File: src/rtl/scl_pacer_pkg.sv
package scl_pacer_pkg;
  typedef enum logic {
    PH_LOW  = 1'b0,
    PH_HIGH = 1'b1
  } scl_phase_e;

  localparam int NUM_STB = 2;
  localparam int STB_LAUNCH = 0;
  localparam int STB_SAMPLE = 1;
endpackage

File: src/rtl/scl_cfg_decode.sv
module scl_cfg_decode #(
  parameter int DIVW = 16,
  parameter int DW   = 16,
  localparam int HW  = DIVW - 1
) (
  input  logic [DIVW-1:0] div_cfg,
  input  logic [2*DW-1:0] edge_dly,
  output logic [HW-1:0]   half,
  output logic [DW-1:0]   dly_eff [scl_pacer_pkg::NUM_STB]
);
  import scl_pacer_pkg::*;

  logic [HW-1:0] half_raw;
  logic [DW-1:0] dly_raw [NUM_STB];
  logic [DW-1:0] half_ext;

  // Bit 0 dropped: period always even; zero maps to the longest period.
  assign half_raw = div_cfg[DIVW-1:1];
  assign half     = (half_raw == '0) ? '1 : half_raw;
  assign half_ext = DW'(half);

  assign dly_raw[STB_LAUNCH] = edge_dly[2*DW-1:DW];
  assign dly_raw[STB_SAMPLE] = edge_dly[DW-1:0];

  for (genvar g = 0; g < NUM_STB; g++) begin : g_clamp
    always_comb begin
      if (dly_raw[g] == '0)
        dly_eff[g] = DW'(1);
      else if (dly_raw[g] > half_ext)
        dly_eff[g] = half_ext;
      else
        dly_eff[g] = dly_raw[g];
    end
  end
endmodule

File: src/rtl/scl_phase_ctrl.sv
module scl_phase_ctrl #(
  parameter int HW = 15
) (
  input  logic          clk,
  input  logic          rst,
  input  logic          en,
  input  logic          scl_in,
  input  logic [HW-1:0] half,
  output logic          scl_o,
  output logic          launch_load,
  output logic          sample_load
);
  import scl_pacer_pkg::*;

  logic          active;
  scl_phase_e    phase;
  logic [HW-1:0] cnt;
  logic          scl_q;
  logic          last;

  assign last = (cnt == half - 1'b1);

  always_ff @(posedge clk) begin
    if (rst || !en) begin
      active <= 1'b0;
      phase  <= PH_LOW;
      cnt    <= '0;
      scl_q  <= 1'b1;
    end else if (!active) begin
      active <= 1'b1;
      phase  <= PH_LOW;
      cnt    <= '0;
      scl_q  <= 1'b0;
    end else begin
      case (phase)
        PH_LOW: begin
          if (last) begin
            phase <= PH_HIGH;
            cnt   <= '0;
            scl_q <= 1'b1;
          end else begin
            cnt <= cnt + 1'b1;
          end
        end
        default: begin
          if (scl_in) begin
            if (last) begin
              phase <= PH_LOW;
              cnt   <= '0;
              scl_q <= 1'b0;
            end else begin
              cnt <= cnt + 1'b1;
            end
          end
        end
      endcase
    end
  end

  assign scl_o       = scl_q;
  // Each delay starts counting at the edge that ends the first cycle of its level.
  assign launch_load = active && (phase == PH_LOW)  && (cnt == '0);
  assign sample_load = active && (phase == PH_HIGH) && (cnt == '0) && scl_in;
endmodule

File: src/rtl/scl_edge_delay.sv
module scl_edge_delay #(
  parameter int DW = 16
) (
  input  logic          clk,
  input  logic          rst,
  input  logic          clr,
  input  logic          load,
  input  logic [DW-1:0] dly,
  output logic          stb
);
  logic          armed;
  logic [DW-1:0] rem;
  logic          stb_q;

  always_ff @(posedge clk) begin
    if (rst || clr) begin
      armed <= 1'b0;
      rem   <= '0;
      stb_q <= 1'b0;
    end else begin
      stb_q <= 1'b0;
      if (load) begin
        if (dly == DW'(1)) begin
          stb_q <= 1'b1;
          armed <= 1'b0;
        end else begin
          armed <= 1'b1;
          rem   <= dly - 1'b1;
        end
      end else if (armed) begin
        if (rem == DW'(1)) begin
          stb_q <= 1'b1;
          armed <= 1'b0;
        end else begin
          rem <= rem - 1'b1;
        end
      end
    end
  end

  assign stb = stb_q;
endmodule

File: src/rtl/scl_pacer.sv
module scl_pacer #(
  parameter int DIVW = 16,
  parameter int DW   = 16
) (
  input  logic            clk,
  input  logic            rst,
  input  logic            en,
  input  logic [DIVW-1:0] div_cfg,
  input  logic [2*DW-1:0] edge_dly,
  input  logic            scl_in,
  output logic            scl_o,
  output logic            launch_stb,
  output logic            sample_stb
);
  import scl_pacer_pkg::*;

  localparam int HW = DIVW - 1;

  logic [HW-1:0] half;
  logic [DW-1:0] dly_eff [NUM_STB];
  logic          load    [NUM_STB];
  logic          stb     [NUM_STB];

  scl_cfg_decode #(.DIVW(DIVW), .DW(DW)) u_cfg (
    .div_cfg  (div_cfg),
    .edge_dly (edge_dly),
    .half     (half),
    .dly_eff  (dly_eff)
  );

  scl_phase_ctrl #(.HW(HW)) u_ctrl (
    .clk         (clk),
    .rst         (rst),
    .en          (en),
    .scl_in      (scl_in),
    .half        (half),
    .scl_o       (scl_o),
    .launch_load (load[STB_LAUNCH]),
    .sample_load (load[STB_SAMPLE])
  );

  for (genvar g = 0; g < NUM_STB; g++) begin : g_dly
    scl_edge_delay #(.DW(DW)) u_dly (
      .clk  (clk),
      .rst  (rst),
      .clr  (!en),
      .load (load[g]),
      .dly  (dly_eff[g]),
      .stb  (stb[g])
    );
  end

  assign launch_stb = stb[STB_LAUNCH];
  assign sample_stb = stb[STB_SAMPLE];
endmodule

File: config.mk
export PLATFORM = sky130hd
export DESIGN_NAME = scl_pacer
export DESIGN_NICKNAME = d
export VERILOG_FILES = /design/src/rtl/scl_pacer_pkg.sv /design/src/rtl/scl_cfg_decode.sv /design/src/rtl/scl_phase_ctrl.sv /design/src/rtl/scl_edge_delay.sv /design/src/rtl/scl_pacer.sv
export SDC_FILE = /design/constraint.sdc
export NUM_CORES = 1
export LEC_CHECK = 0
export BUFFER_PORTS_ARGS = -buffer_cell sky130_fd_sc_hd__buf_2
export CAP_MARGIN = 0
export CORE_ASPECT_RATIO = 1.2
export CORE_MARGIN = 2
export CORE_UTILIZATION = 62
export CTS_CLUSTER_SIZE = 12
export DETAILED_ROUTE_END_ITERATION = 16
export PLACE_DENSITY = 0.83
export SKIP_LAST_GASP = 1
export SYNTH_ARGS = -nofsm -noshare
export SYNTH_HDL_FRONTEND = slang
export SYNTH_HIERARCHICAL = 1
export SYNTH_SLANG_ARGS = --single-unit
File: constraint.sdc
create_clock -name clk -period 5.1 [get_ports clk]
set_input_delay 0.51 -clock clk [delete_from_list [all_inputs] [get_ports clk]]
set_output_delay 0.51 -clock clk [all_outputs]
set_load 0.02 [all_outputs]
== Word-level counts from Yosys, hierarchy flattened ==
Index checks and enable logic that the tools add are counted.
Word-level totals
  register bits after elaboration: 54
  output and inout port bits: 3
  logic and storage cells: 91
  input bits: 52
Cells by class
  bitwise operators: 2
  reduce and logical (&&, ||, !) cells: 17
  order comparisons: 2
  equal/unequal tests: 12
  mux-type cells: 42
  add/sub/neg operators: 6
Operators by type and width (number)
  two-way mux 16 bit: 12
  == test 16 x 1 -> 1 bit (second input constant): 4
  subtractor 16 x 1 -> 16 bit (second input constant): 4
  two-way mux 15 bit: 4
  greater-than comparator 16 x 15 -> 1 bit: 2
  zero test 16 bit: 2
  zero test 15 bit: 2
  two-way mux 1 bit: 26
  adder 15 x 1 -> 15 bit (second input constant): 1
  == test 15 bit: 1
  subtractor 15 x 1 -> 15 bit (second input constant): 1
  != test 2 bit (second input constant): 4
  AND reduction 3 bit: 2
  logical AND 1 bit: 5
  != test 2 x 1 -> 1 bit (second input constant): 2
  nonzero test 2 bit: 2
  != test 3 bit (second input constant): 1
  inverter 1 bit: 2
  AND reduction 2 bit: 1
  OR reduction 2 bit: 1
  zero test 1 bit: 1
  logical OR 1 bit: 1

== Longest topological paths before layout ==
Gate-level depths: netlist of the first run.
  depth in word-level cells: 8
  depth in mapped cells: 19
  depth with buffers taken out: 17

== Modules after synthesis ==
The synthesis of the first run kept the hierarchy.
Modules (own cells, without submodules)
  scl_edge_delay: times used 2, sequential area each 360.3 um^2, cells each 205, area each 1547.7 um^2
  scl_cfg_decode: times used 1, sequential area each 0.0 um^2, cells each 204, area each 1592.8 um^2
  scl_phase_ctrl: times used 1, sequential area each 360.3 um^2, cells each 187, area each 1517.7 um^2
  scl_pacer: times used 1, sequential area each 0.0 um^2, cells each 1, area each 3.8 um^2

== Worst setup path after synthesis of the first run ==
Ideal clock, no wire load.
  path kind: input port to flip-flop
  from: input port div_cfg[1]
  to: register g_dly[0].u_dly.rem[0]
  setup time: 0.119 ns
  data arrival time: 4.484 ns
  path buffers: 3
  setup slack: 0.497 ns
  required time: 4.981 ns
  cell stages on the path: 18
  cell sequence: nor4_2 > and4_2 > clkbuf_1 > nor2_1 > ha_1 > a21o_1 > a21oi_1 > o2111ai_1 > a22oi_1 > a211oi_4 > buf_12 > mux2_4 > nor4_4 > nand2_1 > o21ai_0 > buf_2 > a22oi_1 > o221a_1
RTL lines
  start, declared: line scl_pacer.sv:8  | input logic [DIVW-1:0] div_cfg,
  end signal, assigned: line scl_edge_delay.sv:28  | rem <= dly - 1'b1;
  end signal, assigned: line scl_edge_delay.sv:35  | rem <= rem - 1'b1;
  end, declared: line scl_edge_delay.sv:12  | logic [DW-1:0] rem;

==> results.yml, run 1 <==
setup_path:
  worstSetupPathType: "in -> reg"
  cp_max_fo: 14
  crit_required_ns: 5.30
  crit_path_start_kind: "input port"
  rr_startpoint: "u_ctrl/cnt[0]$_SDFFE_PP0P_"
  critical_path.top_delay_family: "simple AND/OR/NAND/NOR gates"
  crit_path_frequent_cell: "buf_4"
  r2r_end: "g_dly[1].u_dly/rem[13]$_SDFFE_PP0P_"
  cp_cell_sequence: "buf_2, nor4_2, and4_2, nor2_1, ha_1, a21o_1, a21oi_1, o2111ai_1, a22oi_1, a211oi_4, buf_4, mux2_2, nor4_1, nand4b_1, o21ai_1, buf_4, o2bb2a_1, o32ai_1"
  reg2reg_slack_ns: 2.10
  path_buf_inv: 3
  critPathCaptureType: "register"
  cp.arrival_ns: 4.99
  crit_slowest_cell: "and4_2"
  r2r_cells: 10
  cpPeakStageDelay_ns: 0.43
route:
  drt_iter0_drc: 427
  m1WireLength_microns: 6980
  wl_met2_microns: 8330
  wl_per_cell_microns: 17.5
  dr.pass1.iters: 6
  vias: 6295
  wl_microns: 16900
  postRouteAntennaNets: 0
  vias_per_cell: 6.50
  drc: 0
  top_layer: "met4"
  dr_wl_met3_microns: 1170
floorplanning:
  die_h_microns: 114
  start_util_pct: 63.0
  fp.dieW_microns: 95.4
  die-area_sq_um: 10800
  core_area_sq_um: 9860
  num_rows: 40
  io_pins: 55
worst_hold_path:
  min_from: "g_dly[0].u_dly/rem[6]$_SDFFE_PP0P_"
  whs_endpoint: "g_dly[0].u_dly/rem[6]$_SDFFE_PP0P_"
  hold_depth: 2
  hp-class: "reg -> reg"
placement:
  dp_hpwl_microns: 12800
  portBuffers: 53
  gp_congestion: 0.963
timing:
  hold_violations: 0
  period_needed_ns: 4.79
  tightest_slew_ns: 1.14
  finalSetupViolations: 0
  timing.setup.tns_ns: 0
  clock_skew_ns: 0.00972
  whs_ns: 0.485
  slew_violations: 0
  grt_setup_unrepaired: "no"
  fin_crit_sh_pct: 94.0
  relSlewSlack_pct: 24.0
  fmax_mhz: 209
run_status:
  outcome: "complete, no violations"
synth:
  synth-edff-count: 0
  yosysWarnings: 6
  yosys_register_bits: 54
  synthArstFlopShare_pct: 0
  ys_seq_area_share_pct: 17.4
  postSynthAreaPerCell_sq_um: 7.74
  synth.distinct_cells: 77
  postSynthCellCount: 802
  syn_area_sq_um: 6210
  synth_ff_type: "dfxtp_1"
cts:
  clockRootBuffer: "clkbuf_16"
  cts_tree: "yes"
  cts.htree.levels: 2
  clock_latency_ns: 0.30
  cts.path.max_buffers: 2
  cts_buffers: 5
  cts_resized: 0
  holdBufCountCts: 0
  clkTransAtPathRegs_ns: 0.07
  post_cts_buffers: 0
  clock_sinks: 54
power_and_ir_drop:
  powerDensity_nw_per_um2: 199
  vdd_drop_max_uv: 145
  power_uw: 1330
  leakagePower_uw: 0.00262
finish:
  syn2layout_area_growth_pct: 8.00
  mostFrequentLayoutCell: "nor2_1"
  final_core_util_pct: 68.0
  drive_above_1_share_pct: 19.3
  fillers: 795
  layout_common_cells: "nor2_1 (115), nand2_1 (70), a21oi_1 (64)"
  nets: 929
run:
  max-cap-violations: 0
global_route:
  grt_pass1_wl_microns: 27600
  overflow: 0
  grt_pass1_vias: 5883
  grt_max_degree: 37
  antenna_found_initial: 1
  grtUsageTotal_pct: 31.3
==> sequential cells by signal, indices dropped and copies added (netlist names) <==
| name | cells |
|---|---|
| u_ctrl/cnt | 15 |
| u_ctrl/active | 1 |
| u_ctrl/scl_o | 1 |
| u_ctrl/phase | 1 |
| g_dly.u_dly/rem | 32 |
| g_dly.u_dly/stb | 2 |
| g_dly.u_dly/armed | 2 |
==> synthesized netlist by cell type (4+ instances only) <==
| cell type | number | area, sq um |
|---|---|---|
| o2bb2a_1 | 6 | 60.1 |
| clkbuf_1 | 15 | 56.3 |
| nand2b_1 | 7 | 43.8 |
| ha_1 | 37 | 463 |
| buf_1 | 6 | 22.5 |
| nor4_4 | 4 | 85.1 |
| buf_4 | 4 | 30.0 |
| a22oi_1 | 8 | 60.1 |
| nor4_2 | 4 | 50.1 |
| o21ai_0 | 11 | 55.1 |
| xor2_1 | 18 | 158 |
| inv_1 | 38 | 143 |
| o32ai_1 | 26 | 228 |
| nor3_1 | 23 | 115 |
| nand3_1 | 18 | 90.1 |
| mux2_4 | 18 | 270 |
| nand4_1 | 18 | 113 |
| buf_2 | 9 | 45.0 |
| and2_1 | 5 | 31.3 |
| a21o_1 | 5 | 37.5 |
| nor4_1 | 32 | 200 |
| nand4b_1 | 5 | 43.8 |
| nor2_1 | 116 | 435 |
| nand3b_1 | 4 | 30.0 |
| and3_1 | 5 | 31.3 |
| nor3b_1 | 10 | 75.1 |
| nand2_1 | 70 | 263 |
| a21oi_1 | 64 | 320 |
| a31oi_1 | 6 | 37.5 |
| xnor2_1 | 40 | 350 |
| mux2_2 | 10 | 113 |
| buf_6 | 6 | 67.6 |
| dfxtp_1 | 54 | 1080 |
| nor2b_1 | 11 | 68.8 |
| nor2_2 | 10 | 62.6 |
==> metrics by stage <==
stage | instances | area, sq um | setup WS (ns)
floorplan | 803 | 6210 | 0.497
global placement | 959 | 6540 | 0.310
detailed placement | 959 | 6540 | 0.178
CTS | 967 | 6700 | 0.391
global route | 968 | 6710 | 0.0591
finish | 968 | 6710 | 0.308
==> layout make-up <==
| cell class | instances | area, sq um | share of cell area [%] |
|---|---|---|---|
| multi-input cells | 669 | 4740 | 70.6 |
| well taps | 126 | 158 | 2.35 |
| repair buffers | 72 | 420 | 6.27 |
| diodes | 1 | 2.50 | 0.0373 |
| clock buffers | 6 | 129 | 1.92 |
| clock inverters | 2 | 37.5 | 0.560 |
| flip-flops and latches | 54 | 1080 | 16.1 |
| inverters | 38 | 143 | 2.13 |
==> report_power, final <==
part           switching (uW)  internal (uW)  total, uW
clock                     159            232        391
sequential               8.89            429        438
combinational             292            211        503
total                     460            872       1330
==> worst reg2reg max path, delay by kind of cell (launching register included) <==
family,cells,cell delay [ns]
AOI/OAI and AO/OA,1,0.25
adders and majority gates,1,0.16
buffers and inverters,2,0.55
DFF,1,0.37
and+or+nand+nor,6,1.57
==> how the worst max path moves through the flow <==
| stage | cells past startpoint | slack [ns] | end | start |
|---|---|---|---|---|
| detailed placement | 19 | 0.18 | g_dly[0].u_dly/rem[3]$_SDFFE_PP0P_ | div_cfg[1] |
| CTS | 18 | 0.39 | g_dly[1].u_dly/rem[8]$_SDFFE_PP0P_ | div_cfg[1] |
| floorplan | 18 | 0.50 | g_dly[0].u_dly/rem[0]$_SDFFE_PP0P_ | div_cfg[1] |
| global placement | 19 | 0.31 | g_dly[0].u_dly/rem[10]$_SDFFE_PP0P_ | div_cfg[10] |
| global route | 18 | 0.06 | g_dly[1].u_dly/rem[8]$_SDFFE_PP0P_ | div_cfg[1] |
| finish | 18 | 0.31 | g_dly[1].u_dly/rem[8]$_SDFFE_PP0P_ | div_cfg[1] |
==> routing by layer <==
layer,track usage (%),up-vias
li1,-,3030
met1,39.4,2939
met2,53.7,283
met3,4.03,43
met4,11.8,0
met5,0,-
==> cell families (layout without fill, tap and decap cells) <==
group                    Yosys count  after routing  synth area share [%]
AO/OA/AOI/OAI                    165            165                  19.8
XOR/XNOR                          58             58                  8.18
adder cells (fa/ha/maj)           39             39                  7.78
buffers and inverters             80            118                  6.51
flip-flops                        54             54                  17.4
multiplexers                      31             31                  6.65
other                              1              3                0.0604
AND/OR/NAND/NOR                  374            374                  33.6
Power figures use the tool's default switching activity.
==> run 2: changes to the inputs <==
- ABC_AREA: unset -> 1
- PLACE_DENSITY: 0.83 -> 0.82
==> results.yml, run 2 <==
finish:
  antenna_cells: 0
  largest-register: "g_dly.u_dly/rem"
  syn2layout_area_growth_pct: 5.74
  drive_above_1_share_pct: 14.1
  fin_area_sq_um: 7190
  largest_reg_flops: 32
  nets: 1319
  reg.largest.list: "g_dly.u_dly/rem x32, u_ctrl/cnt x15"
  layout_common_cells: "nand2_1 (311), nor2_1 (219), inv_1 (144)"
  mostFrequentLayoutCell: "nand2_1"
  fillers: 1053
floorplanning:
  io_pins: 55
  start_util_pct: 64.0
  die_h_microns: 119
  die-area_sq_um: 11800
  num_rows: 41
  fp.dieW_microns: 99.6
  core_area_sq_um: 10600
timing:
  finalSetupViolations: 0
  clock_skew_ns: 0.00845
  relSlewSlack_pct: 19.9
  fmax_mhz: 220
  grt_setup_unrepaired: "no"
  hold_violations: 0
  fin_crit_sh_pct: 88.9
  worst_slack_ns: 0.564
  timing.setup.tns_ns: 0
  tightest_slew_ns: 1.20
  period_needed_ns: 4.54
  slew_violations: 0
power_and_ir_drop:
  clockPowerShare_pct: 28.2
  netSwitchingPower_uw: 427
  intPower_uw: 752
  leakagePower_uw: 0.00369
  vdd_drop_max_uv: 118
  pwr-share-comb_pct: 34.8
  seqPwrFrac_pct: 37.0
  powerDensity_nw_per_um2: 164
  swShare_pct: 36.2
setup_path:
  cp_max_fo: 23
  crit_required_ns: 5.28
  crit_path_start_kind: "input port"
  cpPeakStageDelay_ns: 0.48
  crit_start: "div_cfg[1]"
  critical_path.top_delay_family: "simple AND/OR/NAND/NOR gates"
  crit_path_frequent_cell: "nor2_1"
  cp.arrival_ns: 4.72
  worstSetupPathType: "in -> reg"
  path_buf_inv: 5
  rr_startpoint: "u_ctrl/cnt[5]$_SDFFE_PP0P_"
  crit_slowest_cell: "a2111oi_0"
  critPathCaptureType: "register"
route:
  vias_per_cell: 5.37
  dr.pass1.iters: 7
  wl_microns: 17400
  vias: 7301
  drc: 0
  drt_iter0_drc: 294
  wl_per_cell_microns: 12.8
  postRouteAntennaNets: 0
cts:
  cts.htree.levels: 2
  cts.path.max_buffers: 2
  holdBufCountCts: 0
  clkTransAtPathRegs_ns: 0.07
  clockRootBuffer: "clkbuf_16"
  cts_buffers: 5
  clock_sinks: 54
  clock_latency_ns: 0.30
  post_cts_buffers: 0
  cts_tree: "yes"
  cts_resized: 0
run_status:
  outcome: "complete, no violations"
synth:
  synth_mux_area_share_pct: 0.294
  postSynthCellCount: 1189
  synth_common_cells: "nand2_1 (311), nor2_1 (219), inv_1 (144), nand3_1 (127), dfxtp_1 (54)"
  synth-xor-area-share_pct: 3.22
  yosysWarnings: 6
  ys_seq_area_share_pct: 15.9
  synth-simple-area-share_pct: 51.5
  postSynthAreaPerCell_sq_um: 5.72
  synth-edff-count: 0
  yosys-top-cells-area: "nand2_1 (17%), dfxtp_1 (16%), nor2_1 (12%)"
  synth.distinct_cells: 46
  synth_top_family_by_area: "simple AND/OR/NAND/NOR gates"
  synthAdderAreaFrac_pct: 6.81
  yosysMostFrequentCell: "nand2_1"
  synth_area_leader_cell: "nand2_1"
  synth_ff_type: "dfxtp_1"
  synthArstFlopShare_pct: 0
  synth_compound_area_share_pct: 9.59
  synth_top_area_share_pct: 17.2
  yosys_register_bits: 54
  syn_area_sq_um: 6800
global_route:
  overflow: 0
  grt_pass1_wl_microns: 30200
  grt_max_degree: 31
  antenna_found_initial: 0
  grtUsageTotal_pct: 30.4
  grt_pass1_vias: 6893
run:
  max-cap-violations: 0
placement:
  portBuffers: 53
  dp_hpwl_microns: 13600
  place_ws_ns: 0.317
  post_dp_cell_area_sq_um: 7050
  gp_congestion: 0.914
worst_hold_path:
  min_from: "rst"
  hp-class: "in -> reg"
[run 2: cell types whose count changed in the layout (fill, tap and decap cells not counted), sizes merged, moves of 12 or more]
cell / change
mux2: -28
xnor2: -31
nand3: +116
nand2: +265
nor3: -23
o32ai: -28
inv: +112
o21ai: +25
nor4: -31
a21oi: -12
nor2: +140
[run 2: final timing paths]
| path | end | slack, ns | cells after the start |
|---|---|---|---|
| setup / recovery | g_dly[1].u_dly/rem[3]$_SDFFE_PP0P_ | 0.56 | 27 |
| hold / removal | u_ctrl/active$_DFF_P_ | 0.43 | 2 |
| setup reg to reg | g_dly[1].u_dly/rem[2]$_SDFFE_PP0P_ | 2.89 | 11 |
| hold reg to reg | u_ctrl/scl_o$_SDFFE_PN1P_ | 0.49 | 2 |
[run 2: power by group through the flow]
stage                     sequential, uW  combinational [uW]  clock, uW
after floorplan                      445                 312          0
after global placement               446                 395          0
after detailed placement             446                 403          0
after CTS                            436                 406        346
after global routing                 437                 470        361
final                                437                 410        333
[run 2: per-layer routing]
metal  vias to the layer above  track usage (%)  part of all wire (%)
li1                       3850                -                     -
met5                         -                0                     0
met2                       177             56.1                    50
met4                         0             13.7                   4.2
met1                      3219             34.4                    42
met3                        55             3.49                   3.7
[run 2: through the flow]
step | total power (uW) | utilization (%) | hold slack, ns | std cells
floorplan | 757 | - | 0.455 | 1190
global placement | 841 | 66.4 | 0.464 | 1352
detailed placement | 849 | 66.4 | 0.487 | 1352
CTS | 1190 | 67.7 | 0.421 | 1359
global route | 1270 | 67.7 | 0.433 | 1359
finish | 1180 | 67.7 | 0.431 | 1359
[run 2: kinds of logic after synthesis]
| group | after synthesis |
|---|---|
| buf+inv | 184 |
| xor+xnor | 25 |
| fa+ha+maj | 37 |
| simple gates | 776 |
| mux | 2 |
| other cells | 1 |
| flops | 54 |
| compound gates | 110 |
[run 2: cell type report]
type / count / area, sq um / share of cell area [%]
Sequential cell: 54 / 1080 / 15.0
Inverter: 153 / 599 / 8.34
Multi-Input combinational cell: 952 / 4860 / 67.6
Clock inverter: 2 / 15.0 / 0.209
Tap cell: 129 / 161 / 2.25
Clock buffer: 5 / 125 / 1.74
Timing Repair Buffer: 64 / 348 / 4.84
